### config.mk
export PLATFORM = sky130hd
export DESIGN_NAME = wdtSleepWake
export DESIGN_NICKNAME = d
export VERILOG_FILES = /design/src/rtl/wdt_pkg.sv /design/src/rtl/wdt_datapath.sv /design/src/rtl/wdt_ctrl.sv /design/src/rtl/wdt_sleep_wake.sv
export SDC_FILE = /design/constraint.sdc
export NUM_CORES = 1
export LEC_CHECK = 0
export BUFFER_PORTS_ARGS = -buffer_cell sky130_fd_sc_hd__buf_2
export CAP_MARGIN = 20
export CORE_MARGIN = 3
export CORE_UTILIZATION = 50
export DETAILED_ROUTE_END_ITERATION = 16
export PLACE_DENSITY_LB_ADDON = 0.05
export SYNTH_ARGS = -nofsm -noshare
export SYNTH_HDL_FRONTEND = slang
export SYNTH_SLANG_ARGS = --single-unit
### constraint.sdc
create_clock -name wdtClk -period 2 [get_ports wdtClk]
set_clock_uncertainty 0.2 [all_clocks]
set_input_delay 0.4 -clock wdtClk [delete_from_list [all_inputs] [get_ports wdtClk]]
set_output_delay 0.4 -clock wdtClk [all_outputs]
set_load 0.02 [all_outputs]
### src/rtl/wdt_pkg.sv
package wdtPkg;

  // Strobes from control to the counting datapath
  typedef struct packed {
    logic baseClr;   // zero the base counter
    logic baseStep;  // advance the base counter by one
    logic preClr;    // zero the prescaler
    logic preStep;   // advance or wrap the prescaler
  } wdtStrobes_t;

endpackage

### src/rtl/wdt_datapath.sv
module wdtDatapath
  import wdtPkg::*;
#(
  parameter int BASE_TICKS = 16,
  parameter int RATIO_BITS = 3
) (
  input  logic                  wdtClk,
  input  logic                  rstN,
  input  wdtStrobes_t           strobes,
  input  logic [RATIO_BITS-1:0] ratioSel,
  output logic                  preWrap,
  output logic                  baseLast
);

  localparam int PRE_W  = (1 << RATIO_BITS) - 1;
  localparam int BASE_W = (BASE_TICKS > 2) ? $clog2(BASE_TICKS) : 1;

  logic [PRE_W-1:0]  preCnt;
  logic [PRE_W-1:0]  preMask;
  logic [BASE_W-1:0] baseCnt;

  // Mask of ratio-1: low ratioSel bits set
  always_comb begin
    preMask = '0;
    for (int i = 0; i < PRE_W; i++) begin
      preMask[i] = (i < int'(ratioSel));
    end
  end

  assign preWrap  = (preCnt >= preMask);
  assign baseLast = (baseCnt == BASE_W'(BASE_TICKS - 1));

  always_ff @(posedge wdtClk or negedge rstN) begin
    if (!rstN) begin
      preCnt <= '0;
    end else if (strobes.preClr) begin
      preCnt <= '0;
    end else if (strobes.preStep) begin
      preCnt <= preWrap ? '0 : preCnt + 1'b1;
    end
  end

  always_ff @(posedge wdtClk or negedge rstN) begin
    if (!rstN) begin
      baseCnt <= '0;
    end else if (strobes.baseClr) begin
      baseCnt <= '0;
    end else if (strobes.baseStep) begin
      baseCnt <= baseCnt + 1'b1;
    end
  end

  // Base counter stays inside one period
  assert_base_bounded_R2: assert property (@(posedge wdtClk) disable iff (!rstN)
    baseCnt < BASE_W'(BASE_TICKS) || BASE_TICKS == (1 << BASE_W));

  // A clear strobe leaves the counters at zero
  assert_clear_zero_R4: assert property (@(posedge wdtClk) disable iff (!rstN)
    strobes.baseClr |=> (baseCnt == '0));

  assert_pre_clear_zero_R4: assert property (@(posedge wdtClk) disable iff (!rstN)
    strobes.preClr |=> (preCnt == '0));

endmodule

### src/rtl/wdt_ctrl.sv
module wdtCtrl
  import wdtPkg::*;
(
  input  logic        wdtClk,
  input  logic        rstN,
  input  logic        cfgEnable,
  input  logic        swClear,
  input  logic        sleepEnter,
  input  logic        sleeping,
  input  logic        preAssign,
  input  logic        preWrap,
  input  logic        baseLast,
  output wdtStrobes_t strobes,
  output logic        resetReq,
  output logic        wakeReq,
  output logic        toFlag
);

  logic tickNow;
  logic userClr;
  logic advance;
  logic expire;

  assign tickNow = preAssign ? preWrap : 1'b1;
  assign userClr = swClear | sleepEnter;
  assign advance = cfgEnable & tickNow & ~userClr;
  assign expire  = advance & baseLast;

  always_comb begin
    strobes.baseClr  = userClr | expire;
    strobes.baseStep = advance;
    strobes.preClr   = userClr | expire | ~preAssign;
    strobes.preStep  = cfgEnable & preAssign & ~userClr;
  end

  always_ff @(posedge wdtClk or negedge rstN) begin
    if (!rstN) begin
      resetReq <= 1'b0;
      wakeReq  <= 1'b0;
      toFlag   <= 1'b1;
    end else begin
      resetReq <= expire & ~sleeping;
      wakeReq  <= expire & sleeping;
      if (expire) begin
        toFlag <= 1'b0;
      end else if (userClr) begin
        toFlag <= 1'b1;
      end
    end
  end

  assert_pulse_exclusive_R6: assert property (@(posedge wdtClk) disable iff (!rstN)
    !(resetReq && wakeReq));

  assert_wake_when_asleep_R6: assert property (@(posedge wdtClk) disable iff (!rstN)
    wakeReq |-> $past(sleeping));

  assert_reset_when_awake_R5: assert property (@(posedge wdtClk) disable iff (!rstN)
    resetReq |-> !$past(sleeping));

  assert_single_reset_pulse_R5: assert property (@(posedge wdtClk) disable iff (!rstN)
    resetReq |=> !resetReq);

  assert_disabled_silent_R8: assert property (@(posedge wdtClk) disable iff (!rstN)
    !$past(cfgEnable) |-> !(resetReq || wakeReq));

  assert_flag_drops_with_pulse_R9: assert property (@(posedge wdtClk) disable iff (!rstN)
    $fell(toFlag) |-> (resetReq || wakeReq));

endmodule

### src/rtl/wdt_sleep_wake.sv
module wdtSleepWake
  import wdtPkg::*;
#(
  parameter int BASE_TICKS = 16,
  parameter int RATIO_BITS = 3
) (
  input  logic                  wdtClk,
  input  logic                  rstN,
  input  logic                  cfgEnable,
  input  logic                  swClear,
  input  logic                  sleepEnter,
  input  logic                  sleeping,
  input  logic                  preAssign,
  input  logic [RATIO_BITS-1:0] preRatio,
  output logic                  resetReq,
  output logic                  wakeReq,
  output logic                  toFlag
);

  wdtStrobes_t strobes;
  logic        preWrap;
  logic        baseLast;

  wdtCtrl uCtrl (
    .wdtClk    (wdtClk),
    .rstN      (rstN),
    .cfgEnable (cfgEnable),
    .swClear   (swClear),
    .sleepEnter(sleepEnter),
    .sleeping  (sleeping),
    .preAssign (preAssign),
    .preWrap   (preWrap),
    .baseLast  (baseLast),
    .strobes   (strobes),
    .resetReq  (resetReq),
    .wakeReq   (wakeReq),
    .toFlag    (toFlag)
  );

  wdtDatapath #(
    .BASE_TICKS(BASE_TICKS),
    .RATIO_BITS(RATIO_BITS)
  ) uDatapath (
    .wdtClk  (wdtClk),
    .rstN    (rstN),
    .strobes (strobes),
    .ratioSel(preRatio),
    .preWrap (preWrap),
    .baseLast(baseLast)
  );

endmodule

==> results_dict.tcl <==
set metrics [dict create \
    outcome "complete, but fails checks" \
    violations "setup timing" \
    slew_headroom_pct 77.6 \
    die_w_um 49.4 \
    yosysTopAreaCell "dfrtp_1" \
    placed_cells 148 \
    holdWs_ns 0.0883 \
    total_power_mw 0.547 \
    ys_seq_area_share_pct 37.4 \
    setup_viol 5 \
    cts_tree "yes" \
    setup_slack_ns -0.0491 \
    wire_per_inst_um 13.3 \
    ys.flop_type "dfrtp_1" \
    initial_core_util_pct 53.9 \
    worst_slew_pin_slew_ns 0.336 \
    ys_types 35 \
    pre_cts_slack_ns -0.453 \
    grt_pass1_wl_um 3380 \
    critPathRequiredTime_ns 2.00 \
    report.final.slew_viol_count 0 \
    area_delta_synth_final_pct 32.6 \
    drive_gt1_share_pct 45.0 \
    drt_iter0_drc 8 \
    drc 0 \
    tns_ns -0.141 \
    p_sw_mw 0.145 \
    pwr-share-clk_pct 31.3 \
    htree_levels 1 \
    final_nets 149 \
    ir_drop_mv 0.357 \
    syn_area_per_cell_um2 9.50 \
    drt-total-wl_um 2050 \
    vias 839 \
    dpl-instance-area_um2 1130 \
    final_cells 154 \
    synthTopCellsByArea "dfrtp_1, ha_1, o21ai_0" \
    async_reset_ff_share_pct 100 \
    rows 15 \
    multiInputGateArea_um2 627 \
    antenna_found_initial 0 \
    grt_use_total_pct 17.9 \
    cts_buffers 3 \
    synth_top_area_share_pct 34.6 \
    pwr-share-comb_pct 16.5 \
    min_period_over_period_pct 102 \
    die_h_um 49.4 \
    synthesis.nets 118 \
    yosysMostFrequentCell "dfrtp_1" \
    portBuffers 12 \
    ios 13 \
    core_um2 1750 \
    grt_max_degree 15 \
    routabilityCongestion 0.851 \
    nFillCells 123 \
    antenna_left 0 \
    stdcell_area_um2 1250 \
    cap_violations 0 \
    rsz0062_at_grt "true" \
    p_per_area_nw_per_um2 439 \
    p_int_mw 0.402 \
    grt_remaining_overflow 0 \
    num_antenna_cells 0 \
    path_class "in -> reg" \
    ys.warnings.count 0 \
    cts_sinks 14 \
    switching_share_pct 26.6 \
    path_max_fanout 8 \
    synth_area_um2 941 \
    cts_max_path_buffers 2 \
    die_area_um2 2440 \
    vias_per_cell 5.45 \
    power_leakage_nw 0.622 \
    timing.final.hold_violations 0 \
    path_clk_slew_ns 0.08 \
    grt_pass1_vias 766 \
    setup.worst_path.start_class "primary input" \
    cts-root-buf "clkbuf_4" \
    synthTopCellsByCount "dfrtp_1, nand2_1, ha_1" \
    post-dp-hpwl_um 1500 \
    syn_inst 99 \
    power_frac_seq_pct 52.3 \
    crit_arrival_ns 2.05 \
    ys_ff_latch 14 \
    fin_util_pct 71.5 \
    clock_latency_ns 0.28 \
    min_path_type "in -> reg" \
    cp-end-kind "flop" \
    firstDrtPassIters 4 \
    fmax_mhz 488 \
    seq_area_um2 352 \
    synth_edf_count 0 \
    post-route-min-period_ns 2.05 \
]
## flip-flops by register name (all words and copies together) (netlist names)
| signal | count |
|---|---|
| uDatapath.baseCnt | 4 |
| uCtrl.wakeReq | 1 |
| uDatapath.preCnt | 7 |
| uCtrl.toFlag | 1 |
| uCtrl.resetReq | 1 |
## logic make-up (layout without fill, tap and decap cells)
| logic type | Yosys count | count (layout) | share of synthesized area [%] |
|---|---|---|---|
| compound gates | 27 | 27 | 22.7 |
| fa+ha+maj | 9 | 9 | 12.0 |
| buf+inv | 8 | 38 | 3.99 |
| flops | 14 | 14 | 37.4 |
| mux | 2 | 2 | 2.13 |
| simple gates | 39 | 39 | 21.8 |
## critical path, cell delays in order
cell	delay [ns]
buf_6	0.09
or3_4	0.38
ha_4	0.22
nor2b_2	0.12
o21ai_2	0.08
a211o_4	0.37
or2_4	0.26
o21ai_2	0.12
## power by group through the flow
stage	clock, mW	sequential [mW]	combinational [mW]
after floorplan	0	0.292	0.0395
after global placement	0	0.291	0.0726
after detailed placement	0	0.291	0.0742
after CTS	0.172	0.286	0.0794
after global routing	0.188	0.286	0.101
final	0.171	0.286	0.0900
## final timing paths
kind,from,to,slack [ns],depth (start not counted)
min reg2reg,uDatapath.baseCnt[3],uDatapath.baseCnt[3],0.33,1
max,preRatio[0],uDatapath.preCnt[0],-0.05,8
max reg2reg,uDatapath.preCnt[2],uDatapath.preCnt[0],0.01,6
max in group asynchronous,rstN,uCtrl.toFlag,0.93,2
min in group asynchronous,rstN,uDatapath.preCnt[4],0.36,2
min,sleeping,uCtrl.resetReq,0.09,2
## routing by layer
metal,vias to the layer above,wire length (um),global-route usage (%),part of all wire (%)
met5,-,0,0,0
met1,395,989,25.6,48
met3,2,97,3.67,4.7
li1,419,-,-,-
met2,23,952,28.3,47
met4,0,8,2.76,0.39
## layout by cell type, fill, tap and decap left out, drive strengths merged
| cell | count |
|---|---|
| nand2b | 2 |
| nor2 | 7 |
| o2bb2ai | 2 |
| o41ai | 1 |
| nand3 | 6 |
| nand4 | 1 |
| mux2i | 2 |
| and3 | 2 |
| dfrtp | 13 |
| nor2b | 2 |
| or3 | 2 |
| clkbuf | 4 |
| a21o | 1 |
| or2 | 2 |
| inv | 7 |
| a22o | 3 |
| o21ai | 11 |
| dfstp | 1 |
| buf | 26 |
| o22a | 1 |
| o211ai | 1 |
| a21oi | 5 |
| nand2 | 11 |
| ha | 9 |
| nor3 | 2 |
| or2b | 1 |
| a211oi | 1 |
| dlygate4sd3 | 1 |
| nand3b | 1 |
| a211o | 1 |
## final cells by class
class                      instances  area share (%)
tap                               25            2.51
clock buffer                       4            2.11
multi-input combinational         77            50.3
inverter                           7            2.11
timing repair buffer              27            14.8
sequential                        14            28.2
## timing repair
item                                   CTS  global route
endpoints found under the hold margin   13             0
hold buffers                             1             0
setup buffers                            0             1
setup endpoints to repair               13            12
pin swaps                                3             5
resized for setup                        4            14
Note: power is estimated with default switching activity, not from simulation.
